`src/rtl/rowhit_sched.sv`:
```
module rowhit_sched #(
  parameter int NBANKS   = 4,
  parameter int DEPTH    = 8,
  parameter int ROW_W    = 12,
  parameter int NCORES   = 4,
  parameter int AGE_W    = 16,
  parameter int HIT_LAT  = 200,
  parameter int MISS_LAT = 400
) (
  input  logic                          clk,
  input  logic                          rst_n,
  input  logic                          req_valid,
  output logic                          req_ready,
  input  logic [$clog2(NBANKS)-1:0]     req_bank,
  input  logic [ROW_W-1:0]              req_row,
  input  logic [$clog2(NCORES)-1:0]     req_core,
  input  logic [NCORES-1:0]             prio_core,
  output logic                          done_valid,
  output logic [$clog2(NBANKS)-1:0]     done_bank,
  output logic [ROW_W-1:0]              done_row,
  output logic [$clog2(NCORES)-1:0]     done_core,
  output logic                          done_hit,
  output logic [$clog2(MISS_LAT+2)-1:0] done_lat,
  output logic [AGE_W-1:0]              done_age
);
  localparam int BANK_W = $clog2(NBANKS);
  localparam int CORE_W = $clog2(NCORES);
  localparam int IDX_W  = $clog2(DEPTH);
  localparam int LAT_W  = $clog2(MISS_LAT + 2);
  localparam logic [LAT_W-1:0] HIT_L  = LAT_W'(HIT_LAT);
  localparam logic [LAT_W-1:0] MISS_L = LAT_W'(MISS_LAT);
  localparam logic [LAT_W-1:0] ONE_L  = LAT_W'(1);

  logic [DEPTH-1:0]  e_vld;
  logic [BANK_W-1:0] e_bank [DEPTH];
  logic [ROW_W-1:0]  e_row  [DEPTH];
  logic [CORE_W-1:0] e_core [DEPTH];
  logic [AGE_W-1:0]  e_age  [DEPTH];
  logic [AGE_W-1:0]  arr_cnt;

  logic [LAT_W-1:0]  b_cnt  [NBANKS];
  logic [NBANKS-1:0] b_open;
  logic [NBANKS-1:0] b_hit;
  logic [ROW_W-1:0]  b_row  [NBANKS];
  logic [CORE_W-1:0] b_core [NBANKS];
  logic [AGE_W-1:0]  b_age  [NBANKS];

  logic              sel_vld, sel_hit;
  logic [IDX_W-1:0]  sel_idx, slot;
  logic [BANK_W-1:0] iss_bank, fin_bank;
  logic [LAT_W-1:0]  sel_lat;
  logic [NBANKS-1:0] fin;
  logic              acc;

  assign req_ready = ~&e_vld;
  assign acc       = req_valid && req_ready;
  assign iss_bank  = e_bank[sel_idx];
  assign sel_lat   = sel_hit ? HIT_L : MISS_L;

  always_comb begin
    logic             hit, ok;
    logic [LAT_W-1:0] lat;
    logic [AGE_W+1:0] score, best;
    sel_vld = 1'b0;
    sel_hit = 1'b0;
    sel_idx = '0;
    best    = '0;
    for (int i = 0; i < DEPTH; i++) begin
      hit   = b_open[e_bank[i]] && (b_row[e_bank[i]] == e_row[i]);
      lat   = hit ? HIT_L : MISS_L;
      ok    = e_vld[i] && (b_cnt[e_bank[i]] <= ONE_L);
      for (int k = 0; k < NBANKS; k++)
        if (b_cnt[k] == lat + ONE_L) ok = 1'b0;
      score = {prio_core[e_core[i]], hit, arr_cnt - e_age[i]};
      if (ok && (!sel_vld || score > best)) begin
        sel_vld = 1'b1;
        sel_idx = IDX_W'(i);
        sel_hit = hit;
        best    = score;
      end
    end
  end

  always_comb begin
    slot = '0;
    for (int i = DEPTH - 1; i >= 0; i--)
      if (!e_vld[i]) slot = IDX_W'(i);
  end

  always_comb begin
    fin_bank = '0;
    for (int b = 0; b < NBANKS; b++) begin
      fin[b] = (b_cnt[b] == ONE_L);
      if (fin[b]) fin_bank = BANK_W'(b);
    end
  end

  always_ff @(posedge clk or negedge rst_n) begin
    if (!rst_n) begin
      e_vld   <= '0;
      arr_cnt <= '0;
    end else begin
      if (sel_vld) e_vld[sel_idx] <= 1'b0;
      if (acc) begin
        e_vld[slot]  <= 1'b1;
        e_bank[slot] <= req_bank;
        e_row[slot]  <= req_row;
        e_core[slot] <= req_core;
        e_age[slot]  <= arr_cnt;
        arr_cnt      <= arr_cnt + 1'b1;
      end
    end
  end

  always_ff @(posedge clk or negedge rst_n) begin
    if (!rst_n) begin
      b_open <= '0;
      b_hit  <= '0;
      for (int b = 0; b < NBANKS; b++) begin
        b_cnt[b]  <= '0;
        b_row[b]  <= '0;
        b_core[b] <= '0;
        b_age[b]  <= '0;
      end
    end else begin
      for (int b = 0; b < NBANKS; b++) begin
        if (sel_vld && iss_bank == BANK_W'(b)) begin
          b_cnt[b]  <= sel_lat;
          b_open[b] <= 1'b1;
          b_hit[b]  <= sel_hit;
          b_row[b]  <= e_row[sel_idx];
          b_core[b] <= e_core[sel_idx];
          b_age[b]  <= e_age[sel_idx];
        end else if (b_cnt[b] != '0) begin
          b_cnt[b] <= b_cnt[b] - ONE_L;
        end
      end
    end
  end

  always_ff @(posedge clk or negedge rst_n) begin
    if (!rst_n) begin
      done_valid <= 1'b0;
      done_bank  <= '0;
      done_row   <= '0;
      done_core  <= '0;
      done_hit   <= 1'b0;
      done_lat   <= '0;
      done_age   <= '0;
    end else begin
      done_valid <= |fin;
      if (|fin) begin
        done_bank <= fin_bank;
        done_row  <= b_row[fin_bank];
        done_core <= b_core[fin_bank];
        done_hit  <= b_hit[fin_bank];
        done_lat  <= b_hit[fin_bank] ? HIT_L : MISS_L;
        done_age  <= b_age[fin_bank];
      end
    end
  end


  no_overflow_chk: assert property (@(posedge clk) disable iff (!rst_n)
    !req_ready |=> $countones(e_vld) <= $countones($past(e_vld)));

  cold_miss_chk: assert property (@(posedge clk) disable iff (!rst_n)
    sel_vld && !b_open[iss_bank] |-> !sel_hit);

  done_lat_chk: assert property (@(posedge clk) disable iff (!rst_n)
    done_valid |-> done_lat == (done_hit ? HIT_L : MISS_L));

  bank_free_chk: assert property (@(posedge clk) disable iff (!rst_n)
    sel_vld |-> b_cnt[iss_bank] <= ONE_L);

  single_xfer_chk: assert property (@(posedge clk) disable iff (!rst_n)
    $onehot0(fin));
endmodule

```
`config.mk`:
```
export PLATFORM = sky130hd
export DESIGN_NAME = rowhit_sched
export DESIGN_NICKNAME = d
export VERILOG_FILES = /design/src/rtl/rowhit_sched.sv
export SDC_FILE = /design/constraint.sdc
export NUM_CORES = 2
export LEC_CHECK = 0
export BUFFER_PORTS_ARGS = -buffer_cell sky130_fd_sc_hd__clkbuf_2
export CAP_MARGIN = 20
export CORE_MARGIN = 2
export CORE_UTILIZATION = 35
export CTS_CLUSTER_DIAMETER = 80
export CTS_CLUSTER_SIZE = 16
export DETAILED_ROUTE_END_ITERATION = 10
export PLACE_DENSITY = 0.48
export SETUP_SLACK_MARGIN = 0.1
export SLEW_MARGIN = 20
export SYNTH_ARGS = -nofsm -noshare
export SYNTH_HDL_FRONTEND = slang
export SYNTH_SLANG_ARGS = --single-unit
```
`constraint.sdc`:
```
create_clock -name clk -period 17.9 [get_ports clk]
set_input_delay 1.79 -clock clk [delete_from_list [all_inputs] [get_ports clk]]
set_output_delay 1.79 -clock clk [all_outputs]
set_load 0.02 [all_outputs]
```
Yosys cells after proc, flatten, opt, wreduce, memory -nomap -nowiden:

Memory sizes are Yosys's and may differ from the RTL's.
Index checks and enable logic that the tools add are counted.

* register bits: 231
* memory bits (writable): 256
* bits of input ports: 23
* output and inout port bits: 44
* logic and storage cells: 409
* memories kept: 4

* $add $sub $neg: 21
* order comparisons: 45
* eq/ne operators: 47
* mux-type cells: 190
* bitwise logic cells: 12
* reduce and logical (&&, ||, !) cells: 57

Memories
* e_age: depth 8, bits a word 16, rd ports 9, clocked after memory_dff 0, write ports 1, RTL line 38 `logic [AGE_W-1:0] e_age [DEPTH];`
* e_row: depth 8, bits a word 12, rd ports 9, clocked after memory_dff 0, write ports 1, RTL line 36 `logic [ROW_W-1:0] e_row [DEPTH];`
* e_bank: depth 8, bits a word 2, rd ports 9, clocked after memory_dff 0, write ports 1, RTL line 35 `logic [BANK_W-1:0] e_bank [DEPTH];`
* e_core: depth 8, bits a word 2, rd ports 9, clocked after memory_dff 0, write ports 1, RTL line 37 `logic [CORE_W-1:0] e_core [DEPTH];`

Operator list (count)
* $mux W9: 34
* $eq A9 B9 Y1: 32
* $bmux W12 S2: 9
* $mux W12: 18
* $bmux W9 S2: 8
* $sub A16 B16 Y16: 8
* $gt A18 B18 Y1: 7
* $mux W18: 7
* $eq A12 B12 Y1: 8
* $add A9 B1 Y9 const B: 8
* $le A9 B1 Y1 const B: 8
* $mux W1: 71
* $lt A2 B3 Y1 const B: 17
* $mux W3: 14
* $eq A9 B1 Y1 const B: 4
* $reduce_bool A9 Y1: 4
* $sub A9 B1 Y9 const B: 4
* $bmux W1 S2: 17
* $bmux W16 S2: 1
* $mux W16: 2
* $logic_and A1 B1 Y1: 31
* $ge A3 B3 Y1 const B: 9
* $not A2 Y3: 9
* $add A16 B1 Y16 const B: 1
* 17 further kinds: 41

Depth between registers and ports, before layout:

An unclocked memory read counts as a cell.

* word-level depth: 52
* gate-level depth with buffers: 104
* depth with buffers taken out: 95

Worst setup path before layout:

Ideal clock, no wire load.

* path type: register to register
* start point: reg arr_cnt[1]
* end point: reg b_age[16] (netlist name) (read register of e_age)
* setup time: 125 ps
* arrival: 19106 ps
* data required time: 17775 ps
* slack: -1330 ps
* cell stages (with the launch flop): 98
* path buffers: 9
* clock period less this slack: 19230 ps
* path through: dfrtp_1 ha_1 nor2b_1 o21ai_0 a21boi_0 o21ai_0 a21boi_0 o2111ai_1 nand3_1 and4_1 or3_1 ha_1 a21o_1 a21o_1 a21oi_1 o21ai_0 o21ai_0 a21oi_2 [62 not listed] nor2_1 a21o_1 ha_1 a21o_1 a21o_1 a21oi_1 nor2_1 a211oi_1 nor2_1 a2111oi_0 a21oi_1 o21ai_2 and3_1 nand2_1 mux2_4 a211oi_4 buf_6 mux2_2

* word-level cells in the longest chain between the ends: 33
* elaborated cells on any way between the ends: 60
* those cells by class: 8 x add/sub; 7 x order compare; 1 x eq/ne; 21 x mux; 21 x reduce/logical; 2 x memory

Ends and longest elaborated chain
* from (decl): RTL line 39 `logic [AGE_W-1:0] arr_cnt;`
* from (signal assigned): RTL line 110 `arr_cnt <= arr_cnt + 1'b1;`
* $sub A16 B16 Y16: RTL line 74 `score = {prio_core[e_core[i]], hit, arr_cnt - e_age[i]};`
* $mux W18: RTL line 75 `if (ok && (!sel_vld || score > best)) begin`
* $gt A18 B18 Y1: RTL line 75
* $logic_or A1 B1 Y1: RTL line 75
* $logic_and A1 B1 Y1: RTL line 75
* $mux W18 or $mux W1 (tied branches): RTL line 75
* $gt A18 B18 Y1 or $logic_not A1 Y1 (tied branches): RTL line 75
* $logic_or A1 B1 Y1: RTL line 75
* [17 not listed]
* $mux W18 or $mux W1 (tied branches): RTL line 75
* $gt A18 B18 Y1 or $logic_not A1 Y1 (tied branches): RTL line 75
* $logic_or A1 B1 Y1: RTL line 75
* $logic_and A1 B1 Y1: RTL line 75
* $mux W3: RTL line 75
* $mem_v2 Z8 W2
* $eq A2 B2 Y1: RTL line 127 `if (sel_vld && iss_bank == BANK_W'(b)) begin`
* $logic_and A1 B1 Y1: RTL line 127
* to (decl): RTL line 46 `logic [AGE_W-1:0] b_age [NBANKS];`

Parallel ways exist; a longest one is shown, timed or not.
A chain may end at the register's enable or synchronous reset.

==> results.md <==
Critical path:
- The critical path starts at e_bank[0][0].
- The slowest stage of the critical path belongs to the cell or4b_4.
- The largest stage delay on the critical path is 0.57 ns.
- STA classifies the critical path startpoint as a register.
- The cell that appears most often on the critical path is o21a_1.
- The capture point of the worst reg-to-reg path is b_age[18].
- The maximum net fanout on the critical path is 9.
- The class of the most critical setup path is register to register.
- The critical path required time is 18.38 ns.
- For the worst flop-to-flop path, the logic depth is 96.
- The worst setup slack for register-to-register paths is -0.29 ns.
- The type of element capturing the critical path is a register.
- The data arrival time of the worst path is 18.68 ns.
- The critical register-to-register path startpoint is e_bank[0][0].

Clock network:
- The clock tree from TritonCTS is yes.
- The number of levels the H-tree was split into is 2.
- Hold repair after CTS inserted 0 buffers.
- The clock network latency to the later pin of the worst-skew pair is 0.61 ns.
- The tree is rooted in a clkbuf_16.
- The number of sinks on the clock net is 480.
- Clock-pin slew was measured on the worst setup and hold paths at 0.07 ns.
- The number of buffers created by CTS is 41.
- In this run the deepest clock path goes through 3 buffers.

Final layout:
- The filler cells instantiated in the layout total 9492.
- Relative to the synthesized area, the layout overhead comes to 25.47%.
- The number of nets in the final layout is 4117.
- The number of standard cells in the final layout excluding fillers is 5161.
- The share of layout cells above drive strength 1 is 0.2889.

Yosys:
- The synthesized design contains 256 enable-type register cells.
- After synthesis, the netlist uses 87 different library cells.
- The largest area contributor in the netlist is edfxtp_1.
- The combined area of all synthesized cells is 35020 µm².
- The fraction of registers with async set/reset is 0.4667.
- The average size of a mapped cell is 10.52 µm².
- The most used flip-flop cell after synthesis is edfxtp_1.
- The cell count after synthesis is 3328.
- Yosys attributes the largest share of cell area to edfxtp_1 22%, dfrtp_1 16%, ha_1 9.1%.
- By instance count, the leading cell after synthesis is mux2i_1.
- By count the netlist is led by 301 x mux2i_1, 256 x edfxtp_1, 255 x ha_1, 249 x inv_1, 249 x nor2_1.
- The share of the synthesized area in the top cell type is 0.2195.
- For this run, the register share of the synthesized area comes to 0.3796.
- The Yosys step of the flow raised 0 warnings.
- The number of synthesized register bits is 480.

Global routing:
- The via count of the first global-routing pass is 28392.
- For this run, the total global-route usage over all layers was measured as 0.2498.
- The largest net degree at the start of global routing is 67.
- The wire length of the first global-routing pass is 189900 µm.
- The initial antenna violation count is 3.
- Summed over all layers, the global routing overflow is 0.

Timing:
- The number of pins with negative max-slew slack in the final report is 0.
- Setup violations remaining at the end of the flow were counted as 154.
- Setup repair after global routing could not meet its margin everywhere.
- The hold slack is 0.4744 ns.
- The transition time at the pin with the least slew margin is 1.108 ns.
- The relative max-transition margin is 0.2611.
- The post-route minimum period is 18.19 ns.
- The maximum operating frequency is 0.05497 GHz.
- The post-route clock period utilization is 1.016.
- Clock skew on the completed layout was measured at 0.02007 ns.
- The hold violation count in the final report was 0.
- The slack of the critical path is -0.2929 ns.

Pwr:
- The analysis attributes to cell leakage a power of 19.37 nW.
- The worst ir drop on vdd is 0.07897 mV.
- Power spread over the standard cell area amounts to 80.98 nW/µm².

Floorplan:
- The height of the die is 320.3 µm.
- The die span in x is 320.3 µm.
- The row count is 116.
- The total area inside the core boundary comes to 99570 µm².
- During I/O placement, the number of pins put on the boundary was 67.
- The die outline area is 102600 µm².
- The effective utilization at floorplan is 0.3517.

Route:
- For this block, the routed nets add up to 129100 µm of wire.
- The remaining antenna violation count after routing is 0.
- In the routed design, unresolved DRC markers number 0.
- After detailed routing, the average wire length per cell comes to 25.01 µm.
- The pre-antenna-repair detailed-routing pass consisted of 5 iterations.
- Using the TritonRoute via totals, the vias-per-cell ratio works out to 5.445.
- The number of DRC markers after the initial detailed-route iteration is 2053.
- The vias after detailed routing is 28102.

Placed design:
- Once placement completed, the tool counted placed cells totaling 4995.
- The quantity of I/O buffers inserted on ports is 62.
- Once detailed placement completed, the half-perimeter wirelength came to 94770 µm.
- The congestion estimate from routability-driven global placement came to 0.9634.

Min path:
- The classification of the worst-slack hold path is register to register.
- The end of the worst hold path is done_lat[7].
- The startpoint identified for the worst hold timing path is done_lat[7].
- Counting instances, the worst hold path has a depth of 1.

Status:
- The checks that failed: setup timing.
- The flow ran to the end, but the final reports show violations.

Run:
- Max-cap violations in this run came to 0.
==> repair_timing <==
item | in CTS | in global routing
setup endpoints to repair | 166 | 167
pin swaps | 47 | 27
setup buffers | 53 | 19
gates cloned | 22 | 0
gates resized for setup | 252 | 62
==> worst max-delay path, delay by kind of cell, from the launching register on <==
kind | cells | cell delay [ns]
AND/OR/NAND/NOR | 19 | 2.84
flip-flops | 1 | 0.41
adder cells (fa/ha/maj) | 7 | 1.81
AO/OA/AOI/OAI | 44 | 8.08
XOR/XNOR | 1 | 0.21
multiplexers | 5 | 1.89
buffers and inverters | 20 | 2.78
==> cell usage in the layout (no fill, tap or decap), types with 18 or more instances in the layout <==
cell type,n
nand4_1,60
buf_4,469
nand2_1,143
nor3_1,50
nand3_1,44
o21ai_0,107
nand2b_1,26
clkbuf_16,45
inv_1,244
xnor2_1,148
a21oi_1,173
xor2_1,66
a211oi_1,45
mux2_2,83
dfrtp_1,223
nor2_1,234
mux2i_1,277
ha_1,241
buf_12,32
mux4_2,83
a21o_1,60
mux2_4,93
buf_6,33
edfxtp_1,256
nor2b_1,30
and2_1,18
o211ai_1,18
o21a_1,38
a31oi_1,19
a21boi_0,22
clkbuf_2,61
and3_1,23
==> metrics by stage <==
step	worst slack (ns)	power (mW)	utilization	TNS (ns)	instance area (µm²)
after floorplan	0.06792	2.099	-	0	35350
after global placement	-0.9852	2.596	0.4043	-112.02	40260
after detailed placement	-1.034	2.590	0.4043	-118.92	40260
after CTS	-0.2511	3.558	0.4377	-22.77	43580
after global routing	-1.081	3.777	0.4412	-161.16	43930
final	-0.2929	3.558	0.4413	-29.91	43930
==> routing by layer <==
layer / track usage / vias up / wire [µm]
met4: 0.1031 / 0 / 5799
met1: 0.3266 / 14036 / 55910
li1: - / 13229 / -
met2: 0.4222 / 650 / 62180
met3: 0.02595 / 187 / 5202
met5: 0 / - / 0
==> final cells by class <==
type                    instances  area (µm²)  area share
diodes                          3       7.507   0.0001709
flip-flops and latches        480       13300      0.3026
multi-input cells            2438       21330      0.4855
clock buffers                  58        1174     0.02671
inverters                     249       947.2     0.02156
well taps                    1298        1624     0.03697
clock inverters                14       132.6    0.003019
repair buffers                621        5421      0.1234
==> worst max path at each step <==
stage,end,slack [ns],cells past startpoint
after floorplan,b_age[16],0.07,95
after global placement,b_age[62],-0.99,89
after detailed placement,b_age[62],-1.03,88
after CTS,b_age[60],-0.25,96
after global routing,b_age[49],-1.08,95
final,b_age[18],-0.29,96
==> power breakdown <==
group / leakage [nW] / total [mW] / internal (mW) / switching, mW
sequential: 5.31 / 1.31 / 1.26 / 0.0506
combinational: 13.4 / 1.33 / 0.571 / 0.755
clock: 0.631 / 0.922 / 0.467 / 0.455
==> registers in the layout, summed over array words and instances, names as in the netlist, 3 cells and up <==
| name | flops |
|---|---|
| arr_cnt | 16 |
| b_age | 64 |
| b_cnt | 36 |
| b_core | 8 |
| b_hit | 4 |
| b_open | 4 |
| b_row | 48 |
| done_age | 16 |
| done_lat | 3 |
| done_row | 12 |
| e_age | 128 |
| e_bank | 16 |
| e_core | 16 |
| e_row | 96 |
| e_vld | 8 |
==> logic make-up (layout without fill, tap and decap cells) <==
logic type | after synthesis | in the layout | share of synthesized area
other cells | 1 | 7 | 0.0001071
compound gates | 639 | 640 | 0.1191
mux | 564 | 564 | 0.1977
flops | 480 | 480 | 0.3796
buf+inv | 414 | 942 | 0.04856
fa+ha+maj | 263 | 263 | 0.09569
simple gates | 747 | 747 | 0.1042
xor+xnor | 220 | 220 | 0.05503
(Power assumes the default switching activity.)
